**src/rtl/cantxl_pkg.sv**
```systemverilog
// Shared types for the CAN transmit buffer lock controller.
package cantxl_pkg;
    // Sequencer phases: waiting, preparing before start of frame, on the bus.
    typedef enum logic [1:0] {
        SQ_IDLE = 2'd0,
        SQ_PREP = 2'd1,
        SQ_XMIT = 2'd2
    } sq_state_t;
endpackage

```
**src/rtl/txl_pick.sv**
```systemverilog
// Lowest-index picker.
// Returns the index of the lowest set bit of pend and whether any bit is set.
// Assumes NBUF >= 1; purely combinational.
module txl_pick #(
    parameter int NBUF  = 4,
    parameter int IDX_W = 2
) (
    input  logic [NBUF-1:0]  pend,
    output logic             any,
    output logic [IDX_W-1:0] idx
);
    // Scan from the top so that the lowest set bit is the last one written.
    always_comb begin
        any = |pend;
        idx = '0;
        for (int i = NBUF - 1; i >= 0; i--) begin
            if (pend[i]) idx = IDX_W'(i);
        end
    end
endmodule

```
**src/rtl/txl_regs.sv**
```systemverilog
// Per-buffer lock, ready and complete bits.
// Assumes that at most one host action arrives per cycle. xmit_mask marks
// the buffer on the bus, whose lock cannot be dropped. ok_set marks a
// successful attempt.
module txl_regs #(
    parameter int NBUF = 4
) (
    input  logic            clk,
    input  logic            rst_n,
    input  logic            lock_wr,
    input  logic [NBUF-1:0] lock_wdata,
    input  logic [NBUF-1:0] trig_vec,
    input  logic            w1c_wr,
    input  logic [NBUF-1:0] w1c_data,
    input  logic [NBUF-1:0] xmit_mask,
    input  logic [NBUF-1:0] ok_set,
    output logic [NBUF-1:0] lock_q,
    output logic [NBUF-1:0] rdy_q,
    output logic [NBUF-1:0] done_q,
    output logic [NBUF-1:0] lock_clr
);
    logic [NBUF-1:0] lock_d, rdy_d, done_d;

    // Locks being dropped by this write, excluding the buffer on the bus.
    assign lock_clr = lock_wr ? (lock_q & ~lock_wdata & ~xmit_mask) : '0;

    // Next-state logic, one slice per buffer.
    for (genvar i = 0; i < NBUF; i++) begin : g_buf
        assign lock_d[i] = lock_wr ? (lock_wdata[i] | xmit_mask[i]) : lock_q[i];
        assign rdy_d[i]  = lock_clr[i]               ? 1'b0 :
                           ok_set[i]                 ? 1'b0 :
                           (trig_vec[i] & lock_q[i]) ? 1'b1 : rdy_q[i];
        assign done_d[i] = ok_set[i] | (done_q[i] & ~(w1c_wr & w1c_data[i]));
    end

    // State update with synchronous reset to all-receive.
    always_ff @(posedge clk) begin
        if (!rst_n) begin
            lock_q <= '0;
            rdy_q  <= '0;
            done_q <= '0;
        end else begin
            lock_q <= lock_d;
            rdy_q  <= rdy_d;
            done_q <= done_d;
        end
    end

    AST_RDY_NEEDS_LOCK: assert property (@(posedge clk) disable iff (!rst_n)
        (rdy_q & ~lock_q) == '0);
    AST_XMIT_HOLDS_LOCK: assert property (@(posedge clk) disable iff (!rst_n)
        (xmit_mask != '0) |-> ((xmit_mask & lock_q) == xmit_mask));
    AST_DONE_ON_OK: assert property (@(posedge clk) disable iff (!rst_n)
        (ok_set != '0) |=> ((done_q & $past(ok_set)) == $past(ok_set)));
endmodule

```
**src/rtl/txl_seq.sv**
```systemverilog
// Transmission sequencer.
// It latches the picked buffer, counts PREP_BITS bit ticks, then issues
// start of frame and waits for the end of the attempt. Assumes pend is
// lock AND ready from the register slice. lock_clr is this cycle's lock drop.
module txl_seq
    import cantxl_pkg::*;
#(
    parameter int NBUF      = 4,
    parameter int IDX_W     = 2,
    parameter int PREP_BITS = 2
) (
    input  logic             clk,
    input  logic             rst_n,
    input  logic [NBUF-1:0]  pend,
    input  logic             pick_any,
    input  logic [IDX_W-1:0] pick_idx,
    input  logic [NBUF-1:0]  lock_clr,
    input  logic             bit_tick,
    input  logic             eoa,
    input  logic             eoa_ok,
    output logic             prep,
    output logic             xmit,
    output logic             sof,
    output logic [IDX_W-1:0] sel,
    output logic [NBUF-1:0]  xmit_mask,
    output logic [NBUF-1:0]  ok_set
);
    localparam int CNT_W = $clog2(PREP_BITS + 1);

    sq_state_t        state;
    logic [CNT_W-1:0] cnt;
    logic             cancel;
    logic             last_tick;
    logic [NBUF-1:0]  sel_hot;

    // Decode the selection and the preparation exit conditions.
    always_comb begin
        sel_hot   = NBUF'(1) << sel;
        cancel    = (state == SQ_PREP) && (lock_clr[sel] || !pend[sel]);
        last_tick = bit_tick && (cnt == CNT_W'(PREP_BITS - 1));
        prep      = (state == SQ_PREP);
        xmit      = (state == SQ_XMIT);
        xmit_mask = xmit ? sel_hot : '0;
        ok_set    = (xmit && eoa && eoa_ok) ? sel_hot : '0;
    end

    // Phase sequencing: pick, prepare, send, finish.
    always_ff @(posedge clk) begin
        if (!rst_n) begin
            state <= SQ_IDLE;
            cnt   <= '0;
            sel   <= '0;
            sof   <= 1'b0;
        end else begin
            sof <= 1'b0;
            case (state)
                SQ_IDLE: if (pick_any) begin
                    state <= SQ_PREP;
                    sel   <= pick_idx;
                    cnt   <= '0;
                end
                SQ_PREP: if (cancel) begin
                    state <= SQ_IDLE;
                end else if (last_tick) begin
                    state <= SQ_XMIT;
                    sof   <= 1'b1;
                end else if (bit_tick) begin
                    cnt <= cnt + 1'b1;
                end
                SQ_XMIT: if (eoa) state <= SQ_IDLE;
                default: state <= SQ_IDLE;
            endcase
        end
    end

    AST_SEL_FROZEN: assert property (@(posedge clk) disable iff (!rst_n)
        (state != SQ_IDLE && $past(state) != SQ_IDLE) |-> $stable(sel));
    AST_SOF_AFTER_PREP: assert property (@(posedge clk) disable iff (!rst_n)
        sof |-> $past(state) == SQ_PREP);
    AST_SOF_RIGHT_BUF: assert property (@(posedge clk) disable iff (!rst_n)
        sof |-> pend[sel]);
endmodule

```
**src/rtl/can_txlock_ctrl.sv**
```systemverilog
// CAN transmit buffer lock controller (top).
// It decodes the host port and ties the register slice, the picker and the
// sequencer together. Address map: bit ADDR_W-1 clear selects a buffer byte
// {buffer, byte}. Set, it selects the control page: lock register at offset
// 0, complete-clear at offset 1.
module can_txlock_ctrl #(
    parameter int NBUF      = 4,
    parameter int PREP_BITS = 2,
    localparam int IDX_W    = (NBUF > 1) ? $clog2(NBUF) : 1,
    localparam int ADDR_W   = IDX_W + 4
) (
    input  logic              clk,
    input  logic              rst_n,
    input  logic              host_we,
    input  logic [ADDR_W-1:0] host_addr,
    input  logic [NBUF-1:0]   host_wdata,
    input  logic              bit_tick_i,
    input  logic              eoa_i,
    input  logic              eoa_ok_i,
    output logic [NBUF-1:0]   lock_o,
    output logic [NBUF-1:0]   rdy_o,
    output logic [NBUF-1:0]   done_o,
    output logic              prep_o,
    output logic              active_o,
    output logic              sof_o,
    output logic [IDX_W-1:0]  sel_o
);
    localparam logic [ADDR_W-1:0] CTL_LOCK = {1'b1, {(ADDR_W-1){1'b0}}};
    localparam logic [ADDR_W-1:0] CTL_DONE = CTL_LOCK + 1'b1;

    logic             lock_wr, w1c_wr;
    logic [NBUF-1:0]  trig_vec, lock_clr, xmit_mask, ok_set, pend;
    logic             pick_any;
    logic [IDX_W-1:0] pick_idx;

    // Host decode: the control writes and the byte-7 request trigger.
    always_comb begin
        lock_wr  = host_we && (host_addr == CTL_LOCK);
        w1c_wr   = host_we && (host_addr == CTL_DONE);
        trig_vec = '0;
        if (host_we && !host_addr[ADDR_W-1] && host_addr[2:0] == 3'd7)
            trig_vec = NBUF'(1) << host_addr[IDX_W+2:3];
    end

    assign pend = lock_o & rdy_o;

    txl_regs #(.NBUF(NBUF)) u_regs (
        .clk        (clk),
        .rst_n      (rst_n),
        .lock_wr    (lock_wr),
        .lock_wdata (host_wdata),
        .trig_vec   (trig_vec),
        .w1c_wr     (w1c_wr),
        .w1c_data   (host_wdata),
        .xmit_mask  (xmit_mask),
        .ok_set     (ok_set),
        .lock_q     (lock_o),
        .rdy_q      (rdy_o),
        .done_q     (done_o),
        .lock_clr   (lock_clr)
    );

    txl_pick #(.NBUF(NBUF), .IDX_W(IDX_W)) u_pick (
        .pend (pend),
        .any  (pick_any),
        .idx  (pick_idx)
    );

    txl_seq #(.NBUF(NBUF), .IDX_W(IDX_W), .PREP_BITS(PREP_BITS)) u_seq (
        .clk       (clk),
        .rst_n     (rst_n),
        .pend      (pend),
        .pick_any  (pick_any),
        .pick_idx  (pick_idx),
        .lock_clr  (lock_clr),
        .bit_tick  (bit_tick_i),
        .eoa       (eoa_i),
        .eoa_ok    (eoa_ok_i),
        .prep      (prep_o),
        .xmit      (active_o),
        .sof       (sof_o),
        .sel       (sel_o),
        .xmit_mask (xmit_mask),
        .ok_set    (ok_set)
    );

    AST_ONE_PHASE: assert property (@(posedge clk) disable iff (!rst_n)
        !(prep_o && active_o));
endmodule

```
**config.mk**
```make
export PLATFORM = sky130hd
export DESIGN_NAME = can_txlock_ctrl
export DESIGN_NICKNAME = d
export VERILOG_FILES = /design/src/rtl/cantxl_pkg.sv /design/src/rtl/txl_pick.sv /design/src/rtl/txl_regs.sv /design/src/rtl/txl_seq.sv /design/src/rtl/can_txlock_ctrl.sv
export SDC_FILE = /design/constraint.sdc
export NUM_CORES = 1
export LEC_CHECK = 0
export CAP_MARGIN = 10
export CORE_UTILIZATION = 30
export CTS_CLUSTER_SIZE = 12
export DETAILED_ROUTE_END_ITERATION = 10
export GPL_TIMING_DRIVEN = 1
export MAX_ROUTING_LAYER = met4
export PLACE_DENSITY = 0.55
export SLEW_MARGIN = 20
export SYNTH_ARGS = -nofsm -noshare
export SYNTH_HDL_FRONTEND = slang
export SYNTH_SLANG_ARGS = --single-unit
```
**constraint.sdc**
```tcl
create_clock -name clk -period 2.75 [get_ports clk]
set_input_delay 0.55 -clock clk [delete_from_list [all_inputs] [get_ports clk]]
set_output_delay 0.55 -clock clk [all_outputs]
set_load 0.05 [all_outputs]
```
# --- Yosys cells after proc, flatten, opt, wreduce, memory -nomap -nowiden ---
# Cells that the tools add are included.
op_classes:
  n_addsub: 1
  magnitude_cmp: 1
  n_eq_ne: 12
  n_shift: 2
  mux: 23
  bitwise: 31
  reduce_logical: 22
op_table:
  columns: ["operator", "count"]
  rows:
  - ["2-to-1 mux 2 bit", 12]
  - ["2-to-1 mux 4 bit", 4]
  - ["OR reduction 3 bit", 5]
  - ["AND 1 bit", 12]
  - ["AND 4 bit", 3]
  - ["equality test 6 bit (second input constant)", 2]
  - ["inequality test 2 bit (second input constant)", 5]
  - ["logical AND 1 bit", 8]
  - ["inverter 4 bit", 2]
  - ["OR 1 bit", 8]
  - ["<< shifter 1 x 2 -> 4 bit (first input constant)", 2]
  - ["inverter 1 bit", 6]
  - ["one-hot mux 2 bit (3 select lines)", 1]
  - ["AND reduction 5 bit", 1]
  - ["binary-select mux 1 bit (select 2 bit)", 2]
  - ["equality test 2 x 1 -> 1 bit (second input constant)", 2]
  - ["one-hot mux 2 bit (2 select lines)", 1]
  - ["OR reduction 4 bit", 1]
  - ["equality test 3 bit (second input constant)", 1]
  - ["< comparator 2 x 3 -> 1 bit (second input constant)", 1]
  - ["2-to-1 mux 1 bit", 3]
  - ["inequality test 3 x 1 -> 1 bit (second input constant)", 1]
  - ["AND reduction 3 bit", 1]
  - ["adder 2 x 1 -> 2 bit (second input constant)", 1]
  - ["other kinds (6)", 7]
totals:
  register_bits: 19
  inputBits: 16
  out_inout_bits: 17
  word_cells: 102

# --- Longest topological paths before layout ---
# Gate-level depths: netlist (run 1).
depth:
  depth_word: 11
  depth_mapped: 6

# --- Cells and area by module ---
# Synthesis (run 1) repeated with hierarchy kept, for this count alone.
hier_totals:
  cells_unflattened: 125
  area_unflattened_um2: 1144.8
modules_own_cells:
  columns: ["mod", "instances", "cells_each", "area_per_inst_um2", "seq_area_each_um2"]
  rows:
  - ["txl_regs", 1, 46, 520.5, 240.2]
  - ["txl_seq", 1, 57, 469.2, 140.1]
  - ["can_txlock_ctrl", 1, 15, 120.1, 0.0]
  - ["txl_pick", 1, 7, 35.0, 0.0]

# --- Least setup slack after synthesis (run 1) ---
# No wires, ideal clock.
synth_path:
  path_kind: "reg2reg"
  startpoint: "reg u_seq.state[0]"
  endpoint: "reg u_seq.cnt[0]"
  setup_ns: 0.072
  arrival_time_ns: 2.017
  path_slack_ns: 0.661
  stages_incl_launch_ff: 6
  n_path_buf: 0
  synth_period_minus_slack_ns: 2.089
  path_cell_list: "dfxtp_1 nor2b_1 o21a_1 nand3_1 nor4b_2 mux2i_1"
synth_between:
  word_cells_on_any_way: 18
  cone_classes: "eq/ne: 6; mux: 5; bitwise: 2; reduce/logical: 5"
synth_lines:
  columns: ["item", "line", "source"]
  rows:
  - ["start: declaration", "txl_seq.sv:30", "sq_state_t state;"]
  - ["start signal: assignment", "txl_seq.sv:50", "state <= SQ_IDLE;"]
  - ["start signal: assignment", "txl_seq.sv:58", "state <= SQ_PREP;"]
  - ["start signal: assignment", "txl_seq.sv:63", "state <= SQ_IDLE;"]
  - ["equality test 2 x 1 -> 1 bit (*)", null, null]
  - ["named net prep_o", "can_txlock_ctrl.sv:23", "output logic prep_o,"]
  - ["logical AND 1 bit", "txl_seq.sv:39", "cancel = (state == SQ_PREP) && (lock_clr[sel] || !pend[sel]);"]
  - ["inequality test 2 bit (no line)", null, null]
  - ["AND reduction 5 bit (no line)", null, null]
  - ["end signal: assignment", "txl_seq.sv:68", "cnt <= cnt + 1'b1;"]
  - ["end: declaration", "txl_seq.sv:31", "logic [CNT_W-1:0] cnt;"]
# The timed path passes the listed nets; every way through them passes the cells marked *. The select of a mux whose other input is x is not followed.
# A chain may end at the register's enable or synchronous reset.

# --- Final worst setup path (run 1) ---
layout_path:
  startpoint: "reg u_seq.state[0]"
  endpoint: "out prep_o"
layout_between:
  elab_chain_cells: 1
layout_rtl:
  columns: ["item", "line", "source"]
  rows:
  - ["equality test 2 x 1 -> 1 bit", "txl_seq.sv:41", "prep = (state == SQ_PREP);"]
  - ["end: declaration", "can_txlock_ctrl.sv:23", null]
# Every way passes these cells.

==> reports/qor.yml, run 1 <==
clock_tree:
  cts_made_buffers: 3
  cts_root_buf: "clkbuf_4"
  cts_resized: 0
  ctsHoldBuffers: 0
  h-tree-depth: 1
  cts_buffer_depth: 2
  clock_latency_ns: 0.31
  clk_pin_slew_ns: 0.11
  cts_sinks: 19
  cts_tree: "done"
  cts_setup_buffers: 0
synthesis:
  yosys-top-cells-area: "dfxtp_1 (36%), nand2_1 (7.1%), o211a_1 (5.7%), nor2_1 (5.0%), a21boi_0 (4.3%)"
  yosys.area.top_type: "dfxtp_1"
  syn_avg_cell_area_sq_um: 8.00
  syn_inst: 132
  synth_fp_nets: 149
  ys_warn_count: 0
  ys_seq_area_frac: 0.360
  synth_top_area_frac: 0.360
  ys_types: 32
  synth_area_sq_mm: 0.00106
  ys_seq_elements: 19
worst_setup_path:
  cp_slowest_cell: "clkdlybuf4s50_1"
  path_max_fanout: 5
  crit_type: "flop to output port"
  critPathMaxStageDelay_ns: 0.86
  required_ns: 2.20
  end_kind: "output port"
  r2r_end: "u_seq.state[0]"
  worstRegToRegCells: 5
  cp-start-kind: "flop"
  path_buf_inv: 1
  crit_arrival_ns: 1.84
  path_delay_family: "buffers and inverters"
  reg2reg_slack_ns: 0.98
  cp_cell_sequence: "nor2b_1, clkdlybuf4s50_1"
  worstReg2RegStart: "u_seq.sel[0]"
floorplanning:
  row_count: 21
  io_pins: 33
  initial_core_util: 0.314
  dieArea_sq_mm: 0.00376
  core_area_sq_mm: 0.00336
  fp.dieW_microns: 61.3
  die_y_microns: 61.3
global_route:
  grt_max_degree: 20
  grt_usage: 0.177
  grt_pass1_vias: 1079
  grt_first_pass_wirelength_mm: 4.81
  grt_overflow: 0
  antenna_found_initial: 0
detailed_routing:
  firstDrtPassIters: 4
  post_drt_wl_per_cell_microns: 13.4
  maxUsedRoutingLayer: "met4"
  drt-met1-wl_mm: 1.38
  vias_per_cell: 5.23
  via_count: 1114
  drtIter0Drc: 32
  met2_length_mm: 1.26
  wl_met3_microns: 183
  drc: 0
  antenna_left: 0
  wl_mm: 2.86
final_layout:
  multi_input_area_sq_um: 633
  drive_gt1_frac: 0.0719
  nets: 185
  layout_commonest_cell: "clkdlybuf4s50_1"
  regArea_sq_um: 380
  final_cell_mix: "clkdlybuf4s50_1 (32), nand2_1 (20), dfxtp_1 (19)"
  diodes: 0
  nFillCells: 365
  area_delta_synth_final_pct: 39.0
run:
  cap_violations: 0
run_status:
  status: "finished, final reports clean"
worst_hold_path:
  hold_start: "u_seq.cnt[1]"
  holdCritPathClass: "flop to flop"
  whs_endpoint: "u_seq.cnt[1]"
  whs_path_depth: 2
sta:
  fmax_mhz: 419
  skew_ns: 0.00914
  hold_viol_final: 0
  setup_slack_ns: 0.364
  setup_violations: 0
  fin_crit_sh: 0.868
  min_period_ns: 2.39
  hold_ws_ns: 0.486
  fin_setup_tns_ns: 0
  rsz0062_at_grt: "no"
  relSlewSlack: 0.665
  tightest_slew_ns: 0.501
  slew_violations: 0
place:
  dp_slack_ns: 0.520
  io_buffers: 32
  place.detailed.hpwl_mm: 2.19
  gp_congestion: 0.868
pwr:
  vdd_drop_max_uv: 183
  total_power_mw: 0.466
  powerDensity_mw_per_mm2: 318
  leakagePower_nw: 0.575
sequential cells by signal, indices dropped and copies added (netlist names):
register and flops:
u_regs.done_q 4, u_regs.lock_q 4, u_regs.rdy_q 4, u_seq.cnt 2, u_seq.sel 2, u_seq.sof 1, u_seq.state 2
cells in the mapped netlist (all sizes together):
master and count:
nand2 20, dfxtp 19, nor2 14, inv 7
a21boi 6, nor2b 6, o211a 6, o21ai 6
a31oi 5, o21a 5, a311oi 4, or2 4
a21oi 3, clkbuf 3, nand3 3, nand4 3
a22oi 2, mux2i 2, nor3b 2, nor4b 2
a211oi 1, a221o 1, a2bb2oi 1, a32oi 1
and2 1, and3 1, buf 1, ha 1
nand2b 1, o32a 1
per-stage QoR:
stage          cell area, sq um  std cells  utilization
5_1_grt                    1470        213        0.436
3_3_place_gp               1440        209        0.428
4_1_cts                    1470        213        0.436
2_1_floorplan              1060        132            -
6_report                   1470        213        0.436
3_5_place_dp               1440        209        0.428
power by group:
group	leakage, nW	internal (mW)	switching [mW]	total [mW]
clock	0.0177	0.0543	0.0895	0.144
combinational	0.405	0.0259	0.0204	0.0463
sequential	0.153	0.275	0.000698	0.276
total	0.575	0.356	0.111	0.466
routing by layer:
layer	up-vias	GRT usage
met5	-	-
met4	0	0.0413
met3	4	0.0525
met2	41	0.259
met1	521	0.239
li1	548	-
cells by family (layout without fill, tap and decap cells):
kind of cell,count (synthesis),after routing,share of synthesized area
adder cells (fa/ha/maj),1,1,0.0118
AO/OA/AOI/OAI,42,42,0.302
buffers and inverters,11,46,0.0403
multiplexers,2,2,0.0190
flip-flops,19,19,0.360
AND/OR/NAND/NOR,57,57,0.267
cell type report:
type | count | share of cell area
multi-input combinational | 102 | 0.431
sequential | 19 | 0.259
timing repair buffer | 35 | 0.234
tap | 46 | 0.0392
inverter | 7 | 0.0179
clock buffer | 3 | 0.0153
clock inverter | 1 | 0.00341
worst max-delay path by stage:
stage | from | to | slack, ns | depth (start not counted)
after floorplan | u_seq.state[0] | u_seq.cnt[0] | 0.66 | 5
after global placement | host_wdata[2] | u_seq.cnt[1] | 0.56 | 6
after detailed placement | host_wdata[2] | u_seq.cnt[0] | 0.52 | 6
after CTS | u_seq.state[0] | prep_o | 0.36 | 2
after global routing | u_seq.state[0] | prep_o | 0.30 | 2
final | u_seq.state[0] | prep_o | 0.36 | 2
worst min-delay path: stages, from the launching register on:
cell and delay (ns):
dfxtp_1 0.33, nand2_1 0.05, mux2i_1 0.06
No activity file was read; power rests on OpenSTA's default activity.
==> run 2, diff against run 1 <==
REMOVE_ABC_BUFFERS = 1   (was not set)
==> reports/qor.yml, run 2 (synthesized netlist as in run 1, its figures left out) <==
run_status:
  status: "finished, final reports clean"
detailed_routing:
  drc: 0
  antenna_left: 0
  via_count: 1090
  drtIter0Drc: 58
  vias_per_cell: 5.12
  wl_mm: 2.92
  firstDrtPassIters: 4
  post_drt_wl_per_cell_microns: 13.7
floorplanning:
  io_pins: 33
  fp.dieW_microns: 61.3
  row_count: 21
  die_y_microns: 61.3
  initial_core_util: 0.314
  dieArea_sq_mm: 0.00376
  core_area_sq_mm: 0.00336
sta:
  setup_violations: 0
  fmax_mhz: 414
  skew_ns: 0.00847
  relSlewSlack: 0.662
  setup_slack_ns: 0.337
  min_period_ns: 2.41
  hold_viol_final: 0
  tightest_slew_ns: 0.505
  fin_crit_sh: 0.877
  rsz0062_at_grt: "no"
  slew_violations: 0
  fin_setup_tns_ns: 0
pwr:
  powerDensity_mw_per_mm2: 321
  p_seq_frac: 0.587
  vdd_drop_max_uv: 212
  p_sw_frac: 0.240
  p_int_mw: 0.358
  power_frac_comb: 0.097
  pwr-share-clk: 0.316
  leakagePower_nw: 0.573
  p_switching_mw: 0.113
final_layout:
  top_regs: "u_regs.done_q: 4 flops, u_regs.lock_q: 4 flops, u_regs.rdy_q: 4 flops"
  nets: 185
  post-route-util: 0.436
  fin_cells: 213
  area_delta_synth_final_pct: 38.9
  nFillCells: 361
  layout_commonest_cell: "clkdlybuf4s50_1"
  drive_gt1_frac: 0.0659
  finish.instance_area_sq_mm: 0.00147
  final_cell_mix: "clkdlybuf4s50_1 (32), nand2_1 (20), dfxtp_1 (19)"
  regArea_sq_um: 380
  multi_input_area_sq_um: 633
  diodes: 0
global_route:
  grt_overflow: 0
  grt_usage: 0.183
  grt_pass1_vias: 1042
  antenna_found_initial: 0
  grt_max_degree: 20
  grt_first_pass_wirelength_mm: 4.83
place:
  dp_slack_ns: 0.521
  io_buffers: 32
  place.detailed.hpwl_mm: 2.22
  placed_area_sq_mm: 0.00144
  gp_congestion: 0.827
  dp_cells: 209
clock_tree:
  ctsHoldBuffers: 0
  cts_made_buffers: 3
  cts_sinks: 19
  cts_buffer_depth: 2
  cts_setup_buffers: 0
  cts_root_buf: "clkbuf_4"
  clk_pin_slew_ns: 0.11
  clock_latency_ns: 0.31
  cts_tree: "done"
  h-tree-depth: 1
  cts_resized: 0
worst_setup_path:
  cp_slowest_cell: "clkdlybuf4s50_1"
  cp-start-kind: "flop"
  end_kind: "output port"
  crit_type: "flop to output port"
  path_max_fanout: 5
  cp_cell_sequence: "nor2b_1, clkdlybuf4s50_1"
  path_delay_family: "buffers and inverters"
  required_ns: 2.20
  critPathMaxStageDelay_ns: 0.85
  path_buf_inv: 1
  crit_arrival_ns: 1.86
worst_hold_path:
  holdCritPathClass: "flop to flop"
run:
  cap_violations: 0
-- run 2: cell types whose count changed in the layout (fill, tap and decap cells not counted), sizes merged --
cell	previous run	this run
clkbuf	3	4
clkinv	1	0
-- run 2: worst paths after layout --
path	startpoint	end	slack, ns	depth (start not counted)
max	u_seq.state[0]	prep_o	0.34	2
min	u_seq.cnt[0]	u_seq.cnt[0]	0.49	2
max reg2reg	u_seq.sel[1]	u_seq.cnt[1]	0.96	5
min reg2reg	u_seq.cnt[0]	u_seq.cnt[0]	0.49	2
-- run 2: per-layer routing --
metal  global-route usage  vias up  share of wire
met3               0.0462        5          0.047
met1                0.239      507           0.49
met5                    -        -              0
met2                0.272       27           0.44
li1                     -      551              -
met4               0.0667        0          0.014
-- run 2: stage by stage --
step	hold WS (ns)	total power, mW
after floorplan	0.435	0.294
final	0.487	0.471
after global routing	0.515	0.499
after CTS	0.491	0.479
after global placement	0.446	0.328
after detailed placement	0.475	0.328
-- run 2: cell type report --
type / instances / area share
flip-flops and latches: 19 / 0.259
inverters: 7 / 0.0179
clock buffers: 4 / 0.0179
multi-input cells: 102 / 0.432
well taps: 46 / 0.0392
repair buffers: 35 / 0.234
-- run 2: worst min-delay path, stage by stage (launching register included) --
cell and delay (ns):
dfxtp_1 0.34, nand2_1 0.06, mux2i_1 0.05
-- run 2: power groups by stage --
stage | logic, mW | registers, mW | clock network [mW]
after floorplan | 0.0102 | 0.284 | 0
after global placement | 0.0453 | 0.282 | 0
after detailed placement | 0.0457 | 0.282 | 0
after CTS | 0.0459 | 0.276 | 0.157
after global routing | 0.0500 | 0.276 | 0.173
final | 0.0457 | 0.276 | 0.149
==> run 3, diff against run 2 <==
--- a/config.mk
+++ b/config.mk
@@ -9,3 +9,3 @@
 export CORE_UTILIZATION = 30
-export CTS_CLUSTER_SIZE = 12
+export CTS_CLUSTER_SIZE = 14
 export DETAILED_ROUTE_END_ITERATION = 10
==> constraint.sdc (replaced) <==
create_clock -name clk -period 2.75 [get_ports clk]
set_input_delay 0.825 -clock clk [delete_from_list [all_inputs] [get_ports clk]]
set_output_delay 0.825 -clock clk [all_outputs]
set_load 0.05 [all_outputs]
==> reports/qor.yml, run 3 (synthesized netlist as in run 1, its figures left out) <==
worst_setup_path:
  cp_slowest_cell: "clkdlybuf4s50_1"
  reg2reg_slack_ns: 1.00
  cp-start-kind: "flop"
  crit_arrival_ns: 1.80
  required_ns: 1.93
  crit_type: "flop to output port"
  end_kind: "output port"
  critPathMaxStageDelay_ns: 0.84
  cp_cell_sequence: "nor2b_1, clkdlybuf4s50_1"
  path_max_fanout: 5
global_route:
  grt_first_pass_wirelength_mm: 4.82
  grt_usage: 0.183
  grt_max_degree: 13
  grt_overflow: 0
  antenna_found_initial: 0
  grt_pass1_vias: 1046
pwr:
  leakagePower_nw: 0.575
  total_power_mw: 0.470
  powerDensity_mw_per_mm2: 321
  vdd_drop_max_uv: 147
final_layout:
  layout_commonest_cell: "clkdlybuf4s50_1"
  diodes: 0
  regArea_sq_um: 380
  top_regs: "u_regs.done_q: 4 flops, u_regs.lock_q: 4 flops, u_regs.rdy_q: 4 flops"
  drive_gt1_frac: 0.0719
  nets: 185
  nFillCells: 383
  final_cell_mix: "clkdlybuf4s50_1 (31), nand2_1 (20), dfxtp_1 (19)"
  multi_input_area_sq_um: 633
  area_delta_synth_final_pct: 38.6
worst_hold_path:
  holdCritPathClass: "flop to flop"
detailed_routing:
  antenna_left: 0
  drtIter0Drc: 34
  vias_per_cell: 5.04
  post_drt_wl_per_cell_microns: 13.9
  via_count: 1073
  drc: 0
  wl_mm: 2.97
  firstDrtPassIters: 4
place:
  place.detailed.hpwl_mm: 2.27
  io_buffers: 32
  dp_slack_ns: 0.266
  gp_congestion: 0.865
clock_tree:
  cts_root_buf: "clkbuf_4"
  cts_buffer_depth: 2
  clock_latency_ns: 0.30
  cts_setup_buffers: 0
  cts_made_buffers: 3
  clk_pin_slew_ns: 0.11
  h-tree-depth: 1
  cts_tree: "done"
  cts_sinks: 19
  cts_resized: 0
  ctsHoldBuffers: 0
sta:
  fin_setup_tns_ns: 0
  setup_violations: 0
  min_period_ns: 2.62
  hold_viol_final: 0
  tightest_slew_ns: 0.500
  rsz0062_at_grt: "no"
  skew_ns: 0.00231
  fmax_mhz: 381
  setup_slack_ns: 0.126
  relSlewSlack: 0.665
  slew_violations: 0
  fin_crit_sh: 0.954
floorplanning:
  fp.dieW_microns: 61.3
  dieArea_sq_mm: 0.00376
  core_area_sq_mm: 0.00336
  row_count: 21
  initial_core_util: 0.314
  io_pins: 33
  die_y_microns: 61.3
run_status:
  status: "finished, final reports clean"
run:
  cap_violations: 0
-- run 3: metrics by stage --
| step | hold slack [ns] | utilization | cell area (sq um) | cells |
|---|---|---|---|---|
| 6_report | 0.468 | 0.435 | 1460 | 213 |
| 5_1_grt | 0.490 | 0.435 | 1460 | 213 |
| 4_1_cts | 0.471 | 0.435 | 1460 | 213 |
| 3_5_place_dp | 0.452 | 0.427 | 1440 | 209 |
| 3_3_place_gp | 0.445 | 0.427 | 1440 | 209 |
| 2_1_floorplan | 0.435 | - | 1040 | 128 |
-- run 3: metal layers --
layer / track usage / part of all wire / up-vias
met5: - / 0 / -
met4: 0.0667 / 0.0078 / 0
met3: 0.0336 / 0.037 / 2
met2: 0.278 / 0.46 / 23
met1: 0.242 / 0.50 / 501
li1: - / - / 547
-- run 3: critical path: cells and delay by family, from the launching register on --
family                 cells  cell delay, ns
AND/OR/NAND/NOR            1            0.26
flip-flops                 1            0.40
buffers and inverters      1            0.84
-- run 3: final timing paths --
| kind | start | depth (start not counted) | end |
|---|---|---|---|
| worst max-delay path | u_seq.state[0] | 2 | prep_o |
| worst min-delay path | u_seq.cnt[1] | 2 | u_seq.cnt[1] |
| worst max register to register | u_seq.sel[0] | 5 | u_seq.state[0] |
| worst min register to register | u_seq.cnt[1] | 2 | u_seq.cnt[1] |
-- run 3: area by class of cell --
type                            count  share of cell area
Timing Repair Buffer               35               0.232
Sequential cell                    19               0.260
Multi-Input combinational cell    102               0.432
Clock buffer                        4              0.0179
Inverter                            7              0.0179
Tap cell                           46              0.0393
-- run 3: report_power, final --
part / switching, mW / internal (mW) / leakage [nW] / total, mW
combinational: 0.0207 / 0.0259 / 0.407 / 0.0465
clock: 0.0909 / 0.0565 / 0.0150 / 0.147
sequential: 0.000736 / 0.276 / 0.153 / 0.276
